**src/rtl/wac_pkg.sv**
```systemverilog
package wac_pkg;

  // Which source supplied the address in the current sample
  typedef enum logic [1:0] {
    SRC_NONE = 2'd0,
    SRC_CLK  = 2'd1,
    SRC_ADV  = 2'd2,
    SRC_BUS  = 2'd3
  } addr_src_e;

  // Edge events derived from two consecutive samples of the bus pins
  typedef struct packed {
    logic clk_rise;
    logic adv_rise;
    logic adv_fall;
    logic commit;
  } bus_evt_t;

endpackage

```
**src/rtl/wac_in_sample.sv**
```systemverilog
module wac_in_sample
  import wac_pkg::*;
#(
  parameter int BUS_W = 16
) (
  input  logic             clk,
  input  logic             rst,
  input  logic             bus_clk,
  input  logic             adv_n,
  input  logic             ce_n,
  input  logic             we_n,
  input  logic [BUS_W-1:0] ad_bus,
  output bus_evt_t         evt,
  output logic             adv_lvl,
  output logic             adv_lvl_d,
  output logic [BUS_W-1:0] ad_now,
  output logic [BUS_W-1:0] ad_prev
);

  // Control pin index map: 3 bus clock, 2 adv, 1 ce, 0 we
  localparam int          NCTL    = 4;
  localparam logic [NCTL-1:0] CTL_IDLE = 4'b0111;

  logic [NCTL-1:0] ctl_in;
  logic [NCTL-1:0] ctl_s;
  logic [NCTL-1:0] ctl_d;

  assign ctl_in = {bus_clk, adv_n, ce_n, we_n};

  // Two-deep sample chain per control pin, reset to the idle level
  for (genvar g = 0; g < NCTL; g++) begin : g_ctl
    always_ff @(posedge clk) begin
      if (rst) begin
        ctl_s[g] <= CTL_IDLE[g];
        ctl_d[g] <= CTL_IDLE[g];
      end else begin
        ctl_s[g] <= ctl_in[g];
        ctl_d[g] <= ctl_s[g];
      end
    end
  end

  always_ff @(posedge clk) begin
    if (rst) begin
      ad_now  <= '0;
      ad_prev <= '0;
    end else begin
      ad_now  <= ad_bus;
      ad_prev <= ad_now;
    end
  end

  always_comb begin
    evt.clk_rise = ctl_s[3] & ~ctl_d[3];
    evt.adv_rise = ctl_s[2] & ~ctl_d[2];
    evt.adv_fall = ~ctl_s[2] & ctl_d[2];
    evt.commit   = (ctl_s[0] | ctl_s[1]) & ~ctl_d[0] & ~ctl_d[1];
  end

  assign adv_lvl   = ctl_s[2];
  assign adv_lvl_d = ctl_d[2];

  // a commit event cannot repeat in the next sample
  commit_evt_single_chk: assert property (@(posedge clk) disable iff (rst)
    evt.commit |=> !evt.commit);

endmodule

```
**src/rtl/wac_hold_mon.sv**
```systemverilog
module wac_hold_mon #(
  parameter int BUS_W    = 16,
  parameter int HOLD_CYC = 4
) (
  input  logic             clk,
  input  logic             rst,
  input  logic [BUS_W-1:0] ad_now,
  input  logic [BUS_W-1:0] ad_prev,
  output logic             hold_ok
);

  localparam int            CNT_W = (HOLD_CYC > 1) ? $clog2(HOLD_CYC) : 1;
  localparam logic [CNT_W-1:0] SAT = CNT_W'(HOLD_CYC - 1);

  // Count of consecutive equal sample pairs, saturating at HOLD_CYC-1
  logic [CNT_W-1:0] run_cnt;

  always_ff @(posedge clk) begin
    if (rst) begin
      run_cnt <= '0;
    end else if (ad_now != ad_prev) begin
      run_cnt <= '0;
    end else if (run_cnt != SAT) begin
      run_cnt <= run_cnt + 1'b1;
    end
  end

  assign hold_ok = (run_cnt >= SAT);

  if (HOLD_CYC > 1) begin : g_hold_chk
    // a fresh bus change always leaves the hold window unmet
    hold_reset_chk: assert property (@(posedge clk) disable iff (rst)
      (ad_now != ad_prev) |=> !hold_ok);
  end

endmodule

```
**src/rtl/wac_addr_track.sv**
```systemverilog
module wac_addr_track
  import wac_pkg::*;
#(
  parameter int BUS_W = 16
) (
  input  logic             clk,
  input  logic             rst,
  input  logic             sync_mode,
  input  bus_evt_t         evt,
  input  logic             adv_lvl,
  input  logic             adv_lvl_d,
  input  logic [BUS_W-1:0] ad_now,
  input  logic [BUS_W-1:0] ad_prev,
  input  logic             hold_ok,
  output logic [BUS_W-1:0] addr_next,
  output logic             valid_next,
  output logic             hold_fail
);

  logic [BUS_W-1:0] addr_q;
  logic             valid_q;
  logic             armed_q;
  logic             armed_next;
  logic             arm_now;
  addr_src_e        src;

  always_comb begin
    arm_now   = armed_q | evt.adv_fall;
    src       = SRC_NONE;
    addr_next = addr_q;
    hold_fail = 1'b0;

    // Priority: clock edge, then strobe rise, then stable-bus hold
    if (sync_mode && evt.clk_rise && !adv_lvl && arm_now) begin
      src       = SRC_CLK;
      addr_next = ad_now;
    end else if (evt.adv_rise && armed_q) begin
      src       = SRC_ADV;
      addr_next = ad_prev;
    end else if (sync_mode && evt.commit && !adv_lvl_d && arm_now) begin
      if (hold_ok) begin
        src       = SRC_BUS;
        addr_next = ad_prev;
      end else begin
        hold_fail = 1'b1;
      end
    end

    valid_next = valid_q | (src != SRC_NONE);

    if (src != SRC_NONE || hold_fail) begin
      armed_next = 1'b0;
    end else if (evt.adv_fall) begin
      armed_next = 1'b1;
    end else if (evt.adv_rise) begin
      armed_next = 1'b0;
    end else begin
      armed_next = armed_q;
    end
  end

  always_ff @(posedge clk) begin
    if (rst) begin
      addr_q  <= '0;
      valid_q <= 1'b0;
      armed_q <= 1'b0;
    end else begin
      addr_q  <= addr_next;
      valid_q <= valid_next;
      armed_q <= armed_next;
    end
  end

  // in asynchronous mode a bus clock edge alone never moves the address
  async_clk_ignored_chk: assert property (@(posedge clk) disable iff (rst)
    (!sync_mode && evt.clk_rise && !evt.adv_rise) |=> $stable(addr_q));

  // once valid, the address stays valid until reset
  valid_sticky_chk: assert property (@(posedge clk) disable iff (rst)
    valid_q |=> valid_q);

endmodule

```
**src/rtl/wac_commit.sv**
```systemverilog
module wac_commit #(
  parameter int BUS_W = 16
) (
  input  logic             clk,
  input  logic             rst,
  input  logic             commit_evt,
  input  logic [BUS_W-1:0] addr_next,
  input  logic             valid_next,
  input  logic [BUS_W-1:0] ad_prev,
  input  logic             hold_fail,
  output logic             wr_commit,
  output logic [BUS_W-1:0] wr_addr,
  output logic [BUS_W-1:0] wr_data,
  output logic             err_no_addr,
  output logic             err_hold
);

  always_ff @(posedge clk) begin
    if (rst) begin
      wr_commit   <= 1'b0;
      wr_addr     <= '0;
      wr_data     <= '0;
      err_no_addr <= 1'b0;
      err_hold    <= 1'b0;
    end else begin
      wr_commit <= commit_evt & valid_next;
      if (commit_evt && valid_next) begin
        wr_addr <= addr_next;
        wr_data <= ad_prev;
      end
      if (commit_evt && !valid_next) err_no_addr <= 1'b1;
      if (hold_fail)                 err_hold    <= 1'b1;
    end
  end


  commit_pulse_chk: assert property (@(posedge clk) disable iff (rst)
    wr_commit |=> !wr_commit);


  no_addr_sticky_chk: assert property (@(posedge clk) disable iff (rst)
    err_no_addr |=> err_no_addr);


  hold_sticky_chk: assert property (@(posedge clk) disable iff (rst)
    err_hold |=> err_hold);

  // the data registers move only together with a commit strobe
  data_hold_chk: assert property (@(posedge clk) disable iff (rst)
    !$past(commit_evt) |-> $stable(wr_data) || wr_commit);

endmodule

```
**src/rtl/flash_wr_addr_capture.sv**
```systemverilog
module flash_wr_addr_capture
  import wac_pkg::*;
#(
  parameter int BUS_W    = 16,
  parameter int HOLD_CYC = 4
) (
  input  logic             clk,
  input  logic             rst,
  input  logic             cfg_async,
  input  logic             bus_clk,
  input  logic             adv_n,
  input  logic             ce_n,
  input  logic             we_n,
  input  logic [BUS_W-1:0] ad_bus,
  output logic             wr_commit,
  output logic [BUS_W-1:0] wr_addr,
  output logic [BUS_W-1:0] wr_data,
  output logic             err_no_addr,
  output logic             err_hold
);

  bus_evt_t         evt;
  logic             adv_lvl;
  logic             adv_lvl_d;
  logic [BUS_W-1:0] ad_now;
  logic [BUS_W-1:0] ad_prev;
  logic             hold_ok;
  logic [BUS_W-1:0] addr_next;
  logic             valid_next;
  logic             hold_fail;

  wac_in_sample #(.BUS_W(BUS_W)) u_sample (
    .clk       (clk),
    .rst       (rst),
    .bus_clk   (bus_clk),
    .adv_n     (adv_n),
    .ce_n      (ce_n),
    .we_n      (we_n),
    .ad_bus    (ad_bus),
    .evt       (evt),
    .adv_lvl   (adv_lvl),
    .adv_lvl_d (adv_lvl_d),
    .ad_now    (ad_now),
    .ad_prev   (ad_prev)
  );

  wac_hold_mon #(.BUS_W(BUS_W), .HOLD_CYC(HOLD_CYC)) u_hold (
    .clk     (clk),
    .rst     (rst),
    .ad_now  (ad_now),
    .ad_prev (ad_prev),
    .hold_ok (hold_ok)
  );

  wac_addr_track #(.BUS_W(BUS_W)) u_track (
    .clk        (clk),
    .rst        (rst),
    .sync_mode  (~cfg_async),
    .evt        (evt),
    .adv_lvl    (adv_lvl),
    .adv_lvl_d  (adv_lvl_d),
    .ad_now     (ad_now),
    .ad_prev    (ad_prev),
    .hold_ok    (hold_ok),
    .addr_next  (addr_next),
    .valid_next (valid_next),
    .hold_fail  (hold_fail)
  );

  wac_commit #(.BUS_W(BUS_W)) u_commit (
    .clk         (clk),
    .rst         (rst),
    .commit_evt  (evt.commit),
    .addr_next   (addr_next),
    .valid_next  (valid_next),
    .ad_prev     (ad_prev),
    .hold_fail   (hold_fail),
    .wr_commit   (wr_commit),
    .wr_addr     (wr_addr),
    .wr_data     (wr_data),
    .err_no_addr (err_no_addr),
    .err_hold    (err_hold)
  );

endmodule

```
**config.mk**
```make
export PLATFORM = sky130hd
export DESIGN_NAME = flash_wr_addr_capture
export DESIGN_NICKNAME = d
export VERILOG_FILES = /design/src/rtl/wac_pkg.sv /design/src/rtl/wac_in_sample.sv /design/src/rtl/wac_hold_mon.sv /design/src/rtl/wac_addr_track.sv /design/src/rtl/wac_commit.sv /design/src/rtl/flash_wr_addr_capture.sv
export SDC_FILE = /design/constraint.sdc
export NUM_CORES = 1
export LEC_CHECK = 0
export ABC_AREA = 1
export BUFFER_PORTS_ARGS = -buffer_cell sky130_fd_sc_hd__buf_4
export CAP_MARGIN = 25
export CORE_ASPECT_RATIO = 2
export CORE_MARGIN = 10
export CORE_UTILIZATION = 45
export DETAILED_ROUTE_END_ITERATION = 16
export HOLD_SLACK_MARGIN = 0.08
export MAX_ROUTING_LAYER = met4
export PLACE_DENSITY = 0.76
export SLEW_MARGIN = 20
export SYNTH_ARGS = -nofsm -noshare
export SYNTH_HDL_FRONTEND = slang
export SYNTH_SLANG_ARGS = --single-unit
```
**constraint.sdc**
```tcl
create_clock -name clk -period 4.5 [get_ports clk]
set_clock_uncertainty 0.05 [all_clocks]
set_input_delay 0.225 -clock clk [delete_from_list [all_inputs] [get_ports clk]]
set_output_delay 0.225 -clock clk [all_outputs]
set_load 0.005 [all_outputs]
```
== Word level (Yosys, flattened, before mapping) ==
Index checks and enable logic that the tools add are counted.

* Logic and storage cells: 69
* Bits of input ports: 23
* Register bits: 95
* Output and inout bits: 35

* Multiplexer cells: 14
* Reductions and logical operators: 17
* Order comparisons: 1
* Bitwise operators: 15
* Add/sub/neg operators: 1
* Eq/ne operators: 2

{| class="wikitable"
|+ Operators by type and width
! kind !! number
|-
| two-way mux 16 bit || 4
|-
| inequality test 16 bit || 1
|-
| logical AND 1 bit || 9
|-
| two-way mux 2 bit || 4
|-
| bitwise AND 1 bit || 6
|-
| two-way mux 1 bit || 6
|-
| inverter 1 bit || 6
|-
| nonzero test 2 bit || 2
|-
| OR reduction 2 bit || 2
|-
| logical NOT 1 bit || 3
|-
| OR 1 bit || 3
|-
| adder 2 x 1 -> 2 bit (second input constant) || 1
|-
| greater-or-equal comparator 2 bit (second input constant) || 1
|-
| inequality test 2 bit (second input constant) || 1
|-
| logical OR 1 bit || 1
|}

== Logic depth before layout (Yosys ltp) ==
* Word-level depth: 13
* Mapped depth: 13
* Gate-level depth less buffers: 11

== By module ==
A second synthesis with hierarchy kept.

* Cell total of the unflattened synthesis: 582
* Area, all modules: 4,061.4 um2

{| class="wikitable"
|+ Modules (own cells, without submodules)
! module !! instances !! area an instance (um2) !! cells an instance
|-
| wac_commit || 1 || 1,408.9 || 213
|-
| wac_in_sample || 1 || 1,151.1 || 128
|-
| wac_addr_track || 1 || 1,119.8 || 163
|-
| wac_hold_mon || 1 || 377.9 || 77
|-
| flash_wr_addr_capture || 1 || 3.8 || 1
|}

== Worst setup path after synthesis ==
Ideal clock, no wire load.

* Path kind: register -> register
* From: register u_sample.ctl_s[2], in the netlist u_sample.adv_lvl
* To: register u_commit.wr_addr[12]
* Library setup time: 0.111 ns
* Data required time: 4.339 ns
* Setup slack: 2.853 ns
* Arrival time: 1.486 ns
* Cell stages (with the launch flop): 13
* Cells stage by stage: dfxtp_1 > inv_1 > ha_1 > nor2_2 > inv_1 > nand3_2 > buf_6 > inv_2 > buf_4 > nand2_1 > nand2_1 > nor2_2 > nor2_1

{| class="wikitable"
|+ RTL lines
! item !! line !! RTL
|-
| start, declared || wac_in_sample.sv:25 || <nowiki>logic [NCTL-1:0] ctl_s;</nowiki>
|-
| start signal, assigned by index || wac_in_sample.sv:34 || <nowiki>ctl_s[g] <= CTL_IDLE[g];</nowiki>
|-
| start signal, assigned by index || wac_in_sample.sv:37 || <nowiki>ctl_s[g] <= ctl_in[g];</nowiki>
|-
| end signal, assigned || wac_commit.sv:28 || <nowiki>wr_addr <= addr_next;</nowiki>
|-
| end, declared || wac_commit.sv:12 || <nowiki>output logic [BUS_W-1:0] wr_addr,</nowiki>
|}

==> results.md <==
* Status: finished clean
* Initial DRC count at 243
* Top FF cell, synth: dfxtp_1
* Netlist cell types at 30
* Post-Syn Area at 3849 µm²
* Die height at 150.8 µm
* Count leader, synth: nand2_1
* Setup Buffers After CTS at 0
* CTS H-Tree Depth at 3
* DR pass1 iterations at 4
* Syn Inst Count at 516
* IO buf count at 57
* PwrDens at 375.2 nW/µm²
* CP max stage cell: nand2_4
* Final Cell Area at 4792 µm²
* Gr ovfl total at 0
* FP Rows at 47
* Initial antenna violation count at 0
* DR vias/cell at 4.745
* Setup crit start kind: flip-flop
* Final Max Slew Viols at 0
* Share of the synthesized area in the top cell type at 0.4941
* Slowest stage delay, CP at 0.43 ns
* Crit path DAT at 2.68 ns
* Critical path peak fanout at 50
* Skew-Pair Late Insertion Delay at 0.34 ns
* Crit path required time at 4.67 ns
* Antenna viol nets, final at 0
* Dpl cell area at 4267 µm²
* Die footprint at 12,880 µm²
* CTS Buf Count at 9
* Fin Setup TNS at 0 ns
* Syn_area_per_cell at 7.459 µm²
* Dpl ws at 2.009 ns
* Pin count of the biggest net entering global routing at 61
* Gpl congestion at 0.8426
* Worst Setup Slack, final at 1.990 ns
* Synth async-reset ratio at 0
* Synth top cells by count: nand2_1 (120), nor2_1 (100), dfxtp_1 (95)
* Crit Path Category: reg -> reg
* Fmax at 398.4 MHz
* RSZ-0062 raised after global routing: false
* Layout cells sized above 1 at 0.1652
* Worst hold path class: in -> reg
* Top post-synthesis cells by area: dfxtp_1 (49%), nand2_1 (12%), nor2_1 (9.8%)
* CTS Sinks at 95
* Core ar. at 8292 µm²
* CTS tree: built
* Worst slew pin tran at 0.9263 ns
* Fin crit share at 0.5578
* Yosys Warn Count at 0
* Layout Nets at 608
* GRT Overall Usage at 0.1459
* # IOs at 58
* Syn Nets at 542
* Number of synthesized flops with an enable pin at 0
* Placed Cells at 649
* Initial Utilization at 0.4642
* Hold violation count in the final report at 0
* Max Buffers Root-to-Sink at 2
* Vias in the first global route at 3,237
* Max_cap viols at 0
* Post_cts resized at 0
* Synth area leader: dfxtp_1
* Crit path cell chain: inv_1, ha_1, nor2_2, inv_1, nand3_2, nand4_4, nand2_4, inv_2, nor2_1, nor2_1
* P_leak at 2.361 nW
* Crit path time final at 2.510 ns
* WL per Instance at 13.09 µm
* Layout Cells excl Fill at 685
* Sequential cell area fraction in the yosys report at 0.4941
* Worst-path clk slew at 0.06 ns
* Post-DP HPWL at 6.379 mm
* Crit path buf inv count at 3
* Delay-heaviest family, CP: simple AND/OR/NAND/NOR gates
* Final setup fails at 0
* Vias at 3,250
* Max_slew headroom at 0.3818
* First-pass GRT wire length at 14.77 mm
* Peak supply drop at 0.0002490 V
* Total Routed Length at 8.965 mm
* #FFs+latches synth at 95
* Die W at 85.40 µm
* Worst setup EP type: flip-flop
* Area growth syn-to-layout at 24.51%
* Diodes inserted at 0
* Root Driver: clkbuf_16
* DRC at 0
* Post-CTS Hold Fix Bufs at 20
==> cells in the final DEF, fill, tap and decap left out <==
cell type	count
buf_4	57
inv_2	2
nand3_1	9
dlygate4sd3_1	20
nand2_1	120
o22ai_1	1
inv_1	72
or2_2	6
bufinv_16	2
nand3_2	1
nand4_4	1
nand2_2	1
xnor2_1	2
xor2_1	5
clkbuf_8	2
o2111ai_1	3
nor2_1	100
dfxtp_1	95
o21ai_0	20
nand3b_1	12
nand3_4	2
a21oi_1	21
ha_1	3
clkinv_2	1
nor2_4	2
clkbuf_1	2
mux2i_1	1
nand4_1	2
nand2_4	1
nor2_2	10
nor3_1	2
clkbuf_16	9
==> stage by stage <==
step                utilization  power [mW]  hold WS, ns
floorplan                     -      0.9541       0.2788
global placement         0.5146      0.9841       0.3613
detailed placement       0.5146      0.9867       0.3625
CTS                      0.5779       1.813       0.3207
global route             0.5779       1.863       0.3469
finish                   0.5779       1.798       0.3306
==> worst paths after layout <==
check	from	end	slack (ns)	cells past startpoint
hold reg to reg	u_sample.ctl_s[3]	u_sample.ctl_d[3]	0.38	2
hold / removal	rst	u_sample.ad_now[12]	0.33	2
setup reg to reg	u_sample.adv_lvl	u_commit.wr_data[13]	1.99	10
setup / recovery	u_sample.adv_lvl	u_commit.wr_data[13]	1.99	10
==> registers in the layout, indices dropped and copies added (netlist names), 2 cells and up <==
signal	flops
u_sample.ctl_d	3
u_hold.run_cnt	2
u_sample.ad_prev	16
u_sample.ctl_s	3
u_sample.ad_now	16
u_track.addr_q	16
u_commit.wr_data	16
u_commit.wr_addr	16
==> routing by layer <==
metal | vias up | routed length [µm] | share of wire | track usage
met1 | 1462 | 3246 | 0.36 | 0.1389
met4 | 0 | 424 | 0.047 | 0.09354
met2 | 76 | 4921 | 0.55 | 0.2564
met3 | 26 | 372 | 0.041 | 0.03389
li1 | 1686 | - | - | -
met5 | - | 0 | 0 | -
==> worst reg2reg max path, cell delays in order (launching register included) <==
cell	delay [ns]
dfxtp_1	0.35
inv_1	0.07
ha_1	0.23
nor2_2	0.18
inv_1	0.07
nand3_2	0.35
nand4_4	0.18
nand2_4	0.43
inv_2	0.28
nor2_1	0.15
nor2_1	0.06
==> logic make-up after synthesis <==
| group | share of synthesized area |
|---|---|
| AOI/OAI and AO/OA | 0.06177 |
| DFF | 0.4941 |
| xor gates and xnor gates | 0.01593 |
| and+or+nand+nor | 0.3092 |
| buffers and inverters | 0.1066 |
| adders and majority gates | 0.009754 |
| muxes | 0.002601 |
==> cell type report <==
type                       count  area [µm²]
sequential                    95        1902
inverter                      74       277.8
clock buffer                  13       260.3
clock inverter                 3       65.06
tap                           98       122.6
multi-input combinational    325        1536
timing repair buffer          77       628.1
fill                         762        3500
==> power breakdown <==
part	internal [mW]	leakage [nW]	total, mW	switching, mW
clock network	0.516	0.160	0.816	0.299
logic	0.0498	1.43	0.105	0.0548
registers	0.862	0.775	0.878	0.0156
No activity file was read; power rests on OpenSTA's default activity.
